### src/rtl/supv_reset_wdog.sv
module supv_reset_wdog #(
  parameter int TW          = 16,
  parameter int RW          = 16,
  parameter int EXT_MULT    = 500,
  parameter int SVC_PCT     = 94,
  parameter bit ACTIVE_HIGH = 1'b0,
  parameter bit OPEN_DRAIN  = 1'b0
) (
  input  logic          clk,
  input  logic          por_n,
  input  logic          uv_i,
  input  logic          wdi_i,
  input  logic          wds_i,
  input  logic          wdi_float_i,
  input  logic [TW-1:0] base_to_i,
  input  logic [RW-1:0] rst_len_i,
  output logic          rst_o,
  output logic          rst_oe_o,
  output logic          wdi_drv_o
);
  localparam int MW       = $clog2(EXT_MULT + 1);
  localparam int CW       = TW + MW;
  localparam int SVC_MULT = EXT_MULT * SVC_PCT / 100;

  logic          hold_q;
  logic [RW-1:0] rcnt_q;
  logic [CW-1:0] wcnt_q;
  logic [1:0]    wdi_sy, wds_sy;
  logic          wdi_prev, wds_prev;
  logic          drv_q;

  wire rst_act  = uv_i | hold_q;
  wire wdi_line = wdi_float_i ? drv_q : wdi_i;
  wire wdi_s    = wdi_sy[1];
  wire wds_s    = wds_sy[1];
  wire wd_on    = base_to_i != '0;
  wire edge_hit = !rst_act && ((wdi_s ^ wdi_prev) || (wds_s ^ wds_prev));

  wire [CW-1:0] base_w = CW'(base_to_i);
  wire [CW-1:0] period = wds_s ? base_w * CW'(EXT_MULT) : base_w;
  wire [CW-1:0] svc_pt = base_w * CW'(SVC_MULT);
  wire expire = wd_on && !rst_act && !edge_hit && (wcnt_q == period - CW'(1));
  wire rdone  = ({1'b0, rcnt_q} + (RW+1)'(1)) >= {1'b0, rst_len_i};

  always_ff @(posedge clk or negedge por_n) begin
    if (!por_n) begin
      wdi_sy   <= '0;
      wds_sy   <= '0;
      wdi_prev <= 1'b0;
      wds_prev <= 1'b0;
    end else begin
      wdi_sy   <= {wdi_sy[0], wdi_line};
      wds_sy   <= {wds_sy[0], wds_i};
      wdi_prev <= wdi_s;
      wds_prev <= wds_s;
    end
  end

  always_ff @(posedge clk or negedge por_n) begin
    if (!por_n) begin
      hold_q <= 1'b1;
      rcnt_q <= '0;
    end else if (uv_i || expire) begin
      hold_q <= 1'b1;
      rcnt_q <= '0;
    end else if (hold_q) begin
      if (rdone) begin
        hold_q <= 1'b0;
        rcnt_q <= '0;
      end else begin
        rcnt_q <= rcnt_q + RW'(1);
      end
    end
  end

  always_ff @(posedge clk or negedge por_n) begin
    if (!por_n)
      wcnt_q <= '0;
    else if (rst_act || !wd_on || edge_hit || expire)
      wcnt_q <= '0;
    else
      wcnt_q <= wcnt_q + CW'(1);
  end

  always_ff @(posedge clk or negedge por_n) begin
    if (!por_n)
      drv_q <= 1'b0;
    else
      drv_q <= wds_s && wd_on && !rst_act && (wcnt_q == svc_pt);
  end

  assign wdi_drv_o = drv_q;

  generate
    if (OPEN_DRAIN) begin : g_od
      assign rst_o    = ACTIVE_HIGH;
      assign rst_oe_o = rst_act;
    end else begin : g_pp
      assign rst_o    = ACTIVE_HIGH ? rst_act : ~rst_act;
      assign rst_oe_o = 1'b1;
    end
  endgenerate
endmodule

### config.mk
export PLATFORM = sky130hd
export DESIGN_NAME = supv_reset_wdog
export DESIGN_NICKNAME = d
export VERILOG_FILES = /design/src/rtl/supv_reset_wdog.sv
export SDC_FILE = /design/constraint.sdc
export NUM_CORES = 1
export LEC_CHECK = 0
export ABC_AREA = 1
export BUFFER_PORTS_ARGS = -buffer_cell sky130_fd_sc_hd__buf_2
export CAP_MARGIN = 25
export CORE_UTILIZATION = 58
export CTS_CLUSTER_SIZE = 20
export DETAILED_ROUTE_END_ITERATION = 10
export GPL_TIMING_DRIVEN = 0
export HOLD_SLACK_MARGIN = 0.05
export PLACE_DENSITY_LB_ADDON = 0.25
export SYNTH_ARGS = -nofsm -noshare
export SYNTH_HDL_FRONTEND = slang
export SYNTH_SLANG_ARGS = --single-unit
### constraint.sdc
create_clock -name clk -period 7 [get_ports clk]
set_input_delay 1.05 -clock clk [delete_from_list [all_inputs] [get_ports clk]]
set_output_delay 1.05 -clock clk [all_outputs]
set_load 0.02 [all_outputs]
# Yosys cells after proc, flatten, opt, wreduce, memory -nomap -nowiden
# Cells that the tools add are included.
[classes] add_sub_neg=4 n_mul=2 order_cmp=1 n_eq_ne=2 n_mux=9 bitwise=4 reduce_logical=17
[op_table] cell="25-bit equality test" n=2
[op_table] cell="25-bit 2-to-1 mux" n=2
[op_table] cell="16-bit 2-to-1 mux" n=3
[op_table] cell="25-bit by 1-bit adder with 25-bit output, second input constant" n=1
[op_table] cell="25-bit by 1-bit subtractor with 25-bit output, second input constant" n=1
[op_table] cell="16-bit by 8-bit multiplier with 24-bit output, second input constant" n=1
[op_table] cell="16-bit by 7-bit multiplier with 23-bit output, second input constant" n=1
[op_table] cell="16-bit by 1-bit adder with 17-bit output, second input constant" n=1
[op_table] cell="17-bit by 16-bit greater-or-equal comparator with 1-bit output" n=1
[op_table] cell="16-bit by 1-bit adder with 16-bit output, second input constant" n=1
[op_table] cell="16-bit nonzero test" n=1
[op_table] cell="1-bit logical AND" n=7
[op_table] cell="1-bit logical OR" n=5
[op_table] cell="1-bit 2-to-1 mux" n=4
[op_table] cell="1-bit zero test" n=3
[op_table] cell="2-bit nonzero test" n=1
[op_table] cell="1-bit bitwise XOR" n=2
[op_table] cell="1-bit inverter" n=1
[op_table] cell="1-bit bitwise OR" n=1
[totals] register_bits=49 input_bits=38 output_inout_bits=3 elab_cells=47

# Logic depth before layout (Yosys ltp)
# Gate-level depths: netlist of run 1.
[logic_depth] word_depth=8 ltp_mapped=31 mapped_depth_nobuf=30

# Least setup slack after synthesis of run 1
# No wires, ideal clock.
[synth_timing] path_type="input port to flip-flop" startpoint="in base_to_i[3]" endpoint="reg wcnt_q[9]" setup_time_ns=0.121 arrival_time_ns=5.553 required_time_ns=6.879 slack_ns=1.327 path_stages=28 n_path_buf=1 cell_sequence="fa_1 > inv_1 > fa_1 > fa_1 > inv_1 > fa_1 > ha_1 > nand2_1 > inv_1 > a21oi_1 > nand2_1 > nand2_1 > nand3_1 > nand2_1 > nand3_1 > nor2_8 > nand2_4 > nor2_4 > nand2_1 > nand2_1 > nand2_1 > nand2_1 > nand3_2 > nor2_4 > nand2_1 > nand2_2 > buf_6 > nor2_2"
[synth_via] elab_chain_cells=7 word_cells_on_any_way=13 cone_classes="add/sub: 1; mul: 1; eq/ne: 1; mux: 2; reduce/logical: 8"
[synth_lines] item="start, declared" line_no="15" source="input logic [TW-1:0] base_to_i,"
[synth_lines] item="16-bit by 7-bit multiplier with 23-bit output" line_no="40" source="wire [CW-1:0] period = wds_s ? base_w * CW'(EXT_MULT) : base_w;"
[synth_lines] item="25-bit 2-to-1 mux" line_no="40"
[synth_lines] item="25-bit by 1-bit subtractor with 25-bit output" line_no="42" source="wire expire = wd_on && !rst_act && !edge_hit && (wcnt_q == period - CW'(1));"
[synth_lines] item="25-bit equality test" line_no="42"
[synth_lines] item="1-bit logical AND" line_no="42"
[synth_lines] item="1-bit logical OR *" line_no="79" source="else if (rst_act || !wd_on || edge_hit || expire)"
[synth_lines] item="25-bit 2-to-1 mux *" line_no="79"
[synth_lines] item="end signal, assigned" line_no="82" source="wcnt_q <= wcnt_q + CW'(1);"
[synth_lines] item="end, declared" line_no="27" source="logic [CW-1:0] wcnt_q;"
# Mark *: on every way between the ends. The rest lies on a longest branch, timed or not.
# A chain may end at the register's enable or synchronous reset.

# Worst setup path after layout of run 1
[layout_timing] startpoint="in base_to_i[4]" endpoint="reg wcnt_q[10]"
# The elaborated chain is that of the path after synthesis.

==> impl_metrics.tcl, run 1 <==
set metrics [dict create \
    ys_warn_count 0 \
    first_pass_iters 5 \
    pin_count 41 \
    post-synth-top-area-cell "fa_1" \
    p_per_area_nw_per_um2 335 \
    n_fill_cell 1557 \
    post-route-drc-count 0 \
    ctsHoldBuffers 0 \
    peakVddDrop_v 0.000194 \
    worst-r2r-setup-slack_ns 2.87 \
    clk_latency_ns 0.29 \
    rr_endpoint "rcnt_q[3]$_DFFE_PN0P_" \
    status "finished clean" \
    skew_ns 0.00318 \
    grt_max_degree 40 \
    grt_first_pass_wirelength_um 43400 \
    ant_nets 0 \
    synth_flop_cell "dfrtp_1" \
    drt-initial-drc-count 663 \
    synth_cell_type_count 47 \
    startpoint_type "primary input" \
    fin_crit_sh_pct 90.0 \
    cts_tree "built" \
    cts_buffer_depth 2 \
    die_y_um 134 \
    grt_usage_pct 30.2 \
    rsz0062_at_grt "no" \
    final_cells 1737 \
    grt_pass1_vias 9294 \
    yosys-top-cells-count "nand2_1, inv_1, nand3_1" \
    gr-total-overflow 0 \
    synth_nets 1711 \
    synth_area_leaders "fa_1, nand2_1, ha_1, dfrtp_1, inv_1" \
    core_area_um2 16800 \
    placed_cells 1728 \
    synth_area_um2 10100 \
    relSlewSlack_pct 43.5 \
    total_power_mw 3.59 \
    areaGrowthSynthToFinish_pct 6.68 \
    numPortBuffers 39 \
    cts_root_buf "clkbuf_16" \
    worstSetupPathType "primary input to flip-flop" \
    yosysMostFrequentCell "nand2_1" \
    htreeDepth 2 \
    required_ns 7.19 \
    synth-async-reset-ratio_pct 100 \
    fin_setup_tns_ns 0 \
    ys_ff_latch 49 \
    routed_via_density 5.31 \
    wirelength_um 25000 \
    synth_top_area_share_pct 18.1 \
    postCtsSetupBuffers 0 \
    drive_gt1_share_pct 7.32 \
    routed-via-count 9217 \
    cp.arrival_ns 6.49 \
    hold_violations 0 \
    finalSetupViolations 0 \
    cts.sinks 49 \
    worstReg2RegStart "rcnt_q[0]$_DFFE_PN0P_" \
    drv_slew 0 \
    cap_violations 0 \
    slowest_delay_ns 0.57 \
    hold_ws_ns 0.350 \
    cp_max_fo 10 \
    min_period_ns 6.30 \
    placementRows 47 \
    worst_setup_path_end_kind "flip-flop" \
    hp-class "flip-flop to flip-flop" \
    hold_depth 0 \
    wire_per_inst_um 14.4 \
    max_freq_mhz 159 \
    r2r_cells 23 \
    start_util_pct 60.0 \
    worstMarginPinSlew_ns 0.845 \
    ff_latch_area_um2 1230 \
    die_area_um2 17900 \
    place_congestion 0.934 \
    num_antenna_cells 0 \
    clkTransAtPathRegs_ns 0.07 \
    multi_input_area_um2 7590 \
    dp_hpwl_um 21300 \
    crit_slowest_cell "fa_1" \
    fin_nets 1759 \
    synthCells 1468 \
    yosysSeqAreaShare_pct 12.2 \
    p_leak_nw 5.87 \
    synth_edf_count 0 \
    crit_path_frequent_cell "nand2_1" \
    antenna_found_initial 0 \
    whs_endpoint "wdi_sy[1]$_DFF_PN0_" \
    hp-start "wdi_sy[0]$_DFF_PN0_" \
    cts_buffers 5 \
    die_w_um 134 \
    ctsResizeCount 0 \
    syn_area_per_cell_um2 6.85 \
]
==> where the power goes <==
part           leakage, nW  total, mW  internal [mW]  switching [mW]
Sequential           0.669      0.289          0.286         0.00318
Clock               0.0831      0.289          0.178           0.110
Combinational         5.12       3.02           1.07            1.95
Total                 5.87       3.59           1.54            2.06
==> cells by family after synthesis <==
family,after synthesis,share of synthesized area (%)
and+or+nand+nor,764,33.8
adders and majority gates,205,32.3
AOI/OAI and AO/OA,81,4.29
other,1,0.0373
DFF,49,12.2
xor gates and xnor gates,57,4.97
buffers and inverters,310,12.2
muxes,1,0.112
==> metal layers <==
layer / vias up / global-route usage, % / share of wire [%]
met3: 49 / 2.74 / 4.1
li1: 4663 / - / -
met5: - / 0 / 0
met4: 0 / 8.52 / 2.5
met1: 4249 / 40.3 / 46
met2: 256 / 51.9 / 47
==> layout make-up <==
class / instances / share of cell area, %
Multi-Input combinational cell: 1109 / 70.8
Sequential cell: 49 / 11.4
Inverter: 293 / 10.3
Tap cell: 220 / 2.57
Timing Repair Buffer: 41 / 2.05
Clock buffer: 6 / 1.30
Buffer: 17 / 1.19
Clock inverter: 2 / 0.350
==> flip-flops by register name, indices dropped and copies added, names as in the netlist <==
| register | count |
|---|---|
| hold_q | 1 |
| rcnt_q | 16 |
| wcnt_q | 25 |
| wdi_drv_o | 1 |
| wdi_prev | 1 |
| wdi_sy | 2 |
| wds_prev | 1 |
| wds_sy | 2 |
==> layout by cell type, fill, tap and decap left out, types with 7 or more instances in the layout <==
cell,n
nand2_1,391
inv_1,288
nand3_1,145
nor2_1,118
ha_1,114
fa_1,91
dfrtp_1,48
buf_2,42
a21oi_1,41
xor2_1,38
o21ai_0,28
nand4_1,26
nor3_1,23
nor2_2,20
xnor2_1,19
nand3b_1,9
buf_6,7
nand2_2,7
==> per-stage QoR <==
stage | instance area [um^2] | utilization, % | setup slack (ns)
global placement | 10500 | 62.8 | 0.527
finish | 10700 | 64.0 | 0.697
detailed placement | 10500 | 62.9 | 0.487
global route | 10700 | 64.0 | 0.291
CTS | 10700 | 64.0 | 0.757
floorplan | 10100 | - | 1.33
==> critical path, delay by kind of cell <==
kind | cells | cell delay (ns)
compound gates | 1 | 0.21
fa+ha+maj | 5 | 2.46
buf+inv | 5 | 0.64
simple gates | 16 | 2.12
==> how the worst max path moves through the flow <==
stage | end | start | slack [ns] | cells past startpoint
5_1_grt | wcnt_q[24]$_DFF_PN0_ | base_to_i[4] | 0.29 | 29
4_1_cts | wcnt_q[10]$_DFF_PN0_ | base_to_i[4] | 0.76 | 27
3_3_place_gp | wcnt_q[24]$_DFF_PN0_ | base_to_i[4] | 0.53 | 29
6_report | wcnt_q[10]$_DFF_PN0_ | base_to_i[4] | 0.70 | 27
3_5_place_dp | wcnt_q[10]$_DFF_PN0_ | base_to_i[4] | 0.49 | 29
2_1_floorplan | wcnt_q[9]$_DFF_PN0_ | base_to_i[3] | 1.33 | 28
Note: power is estimated with default switching activity, not from simulation.
==> inputs of run 2 (changes only) <==
--- a/config.mk
+++ b/config.mk
@@ -8,6 +8,7 @@
 export ABC_AREA = 1
 export BUFFER_PORTS_ARGS = -buffer_cell sky130_fd_sc_hd__buf_2
 export CAP_MARGIN = 25
+export CORE_ASPECT_RATIO = 0.8
 export CORE_UTILIZATION = 58
 export CTS_CLUSTER_SIZE = 20
 export DETAILED_ROUTE_END_ITERATION = 10
==> run 2 against run 1 <==
Highest routed layer unchanged. Largest cell class unchanged. Worst hold slack about the same. Clock power about the same. Design area about the same. Combinational power about the same. Count of clock-buffer cells in the layout increased by 1. Die area about the same. Flip-flop and latch count unchanged. Global-route usage about the same.
==> impl_metrics.tcl, run 2 (synthesis results as in run 1) <==
set metrics [dict create \
    relSlewSlack_pct 39.9 \
    layout_common_cells "nand2_1, inv_1, nand3_1, nor2_1, ha_1" \
    reg_top3 "wcnt_q (25), rcnt_q (16)" \
    clk_latency_ns 0.30 \
    wire_per_inst_um 14.4 \
    core_area_um2 16800 \
    die_w_um 149 \
    p_per_area_nw_per_um2 337 \
    grt_first_pass_wirelength_um 43300 \
    num_antenna_cells 0 \
    gr-total-overflow 0 \
    htreeDepth 2 \
    hold_ws_ns 0.350 \
    hold_violations 0 \
    fin_setup_tns_ns 0 \
    cp_max_fo 10 \
    drive_gt1_share_pct 7.19 \
    die_y_um 120 \
    cp.arrival_ns 6.56 \
    first_pass_iters 5 \
    rsz0062_at_grt "no" \
    hp-class "flip-flop to flip-flop" \
    cts.sinks 49 \
    worstSetupPathType "primary input to flip-flop" \
    peakVddDrop_v 0.000207 \
    finalSetupViolations 0 \
    layout_commonest_cell "nand2_1" \
    start_util_pct 60.0 \
    p_leak_nw 5.87 \
    fin_nets 1758 \
    skew_ns 0.00550 \
    drv_slew 0 \
    cts_tree "built" \
    ant_nets 0 \
    grt_pass1_vias 9189 \
    largest_reg_flops 25 \
    antenna_found_initial 0 \
    die_area_um2 17900 \
    cts_buffer_depth 2 \
    postCtsSetupBuffers 0 \
    n_fill_cell 1568 \
    pin_count 41 \
    worst-r2r-setup-slack_ns 2.92 \
    ctsResizeCount 0 \
    routed-via-count 9274 \
    placementRows 42 \
    grt_usage_pct 30.2 \
    place_congestion 0.962 \
    cts_root_buf "clkbuf_16" \
    post-route-drc-count 0 \
    startpoint_type "primary input" \
    min_period_ns 6.37 \
    worstMarginPinSlew_ns 0.889 \
    clkTransAtPathRegs_ns 0.07 \
    largest_register "wcnt_q" \
    dp_hpwl_um 21300 \
    areaGrowthSynthToFinish_pct 6.60 \
    max_freq_mhz 157 \
    ctsHoldBuffers 0 \
    worst_setup_path_end_kind "flip-flop" \
    cap_violations 0 \
    routed_via_density 5.34 \
    required_ns 7.19 \
    grt_max_degree 41 \
    drt-initial-drc-count 641 \
    cts_buffers 5 \
    fin_crit_sh_pct 91.0 \
    numPortBuffers 39 \
    status "finished clean" \
    wirelength_um 25100 \
]
==> run 2: final cells by class <==
class / instances / area (um^2) / share of cell area (%)
Sequential cell: 49 / 1230 / 11.5
Inverter: 293 / 1100 / 10.3
Multi-Input combinational cell: 1109 / 7590 / 70.9
Timing Repair Buffer: 40 / 215 / 2.01
Clock inverter: 1 / 30.0 / 0.280
Clock buffer: 7 / 143 / 1.33
Buffer: 17 / 128 / 1.19
Tap cell: 220 / 275 / 2.57
==> run 2: report_power, final <==
group          switching, mW  total, mW  internal [mW]
Combinational           1.96       3.03           1.07
Clock                  0.110      0.289          0.179
Sequential           0.00312      0.289          0.286
Total                   2.07       3.61           1.53
==> run 2: worst paths after layout <==
| kind | from | end | cells past startpoint |
|---|---|---|---|
| max in group asynchronous | por_n | hold_q$_DFF_PN1_ | 2 |
| worst max register to register | rcnt_q[0]$_DFFE_PN0P_ | rcnt_q[4]$_DFFE_PN0P_ | 23 |
| min in group asynchronous | por_n | rcnt_q[13]$_DFFE_PN0P_ | 1 |
| worst min-delay path | wds_sy[0]$_DFF_PN0_ | wds_sy[1]$_DFF_PN0_ | 0 |
| worst max-delay path | base_to_i[3] | wcnt_q[9]$_DFF_PN0_ | 28 |
| worst min register to register | wds_sy[0]$_DFF_PN0_ | wds_sy[1]$_DFF_PN0_ | 0 |
==> run 2: per-stage QoR <==
| stage | setup slack [ns] | area [um^2] | util, % | instances | total power [mW] |
|---|---|---|---|---|---|
| floorplan | 1.33 | 10100 | - | 1468 | 2.59 |
| global placement | 0.524 | 10500 | 62.8 | 1727 | 3.17 |
| detailed placement | 0.439 | 10500 | 62.9 | 1728 | 3.24 |
| CTS | 0.730 | 10700 | 63.9 | 1736 | 3.56 |
| global route | 0.253 | 10700 | 63.9 | 1736 | 4.05 |
| finish | 0.630 | 10700 | 63.9 | 1736 | 3.61 |
==> run 2: worst max-delay path, stage by stage <==
cell and delay [ns]:
buf_2 0.19, fa_1 0.55, inv_1 0.08, fa_1 0.51, fa_1 0.55, inv_1 0.08, fa_1 0.47, ha_1 0.42
nand2_1 0.14, nor2_1 0.30, nand3_1 0.16, nand3_1 0.20, nand2_1 0.08, nand3_1 0.12, nand3_1 0.20, nor2_8 0.22
nand2_4 0.07, nor2_4 0.11, nand2_1 0.06, nand2_1 0.07, nand2_1 0.05, nand2_1 0.07, nand3_2 0.10, nor2_4 0.15
nand2_1 0.08, nand2_2 0.20, buf_6 0.22, nor2_2 0.05
==> run 2: layer usage <==
metal  up-vias  GRT usage (%)  wire, um
met5         -              0         0
met4         0           4.72       308
met3        28           3.35      1360
met2       259           49.6     11200
met1      4334           43.4     12200
li1       4653              -         -
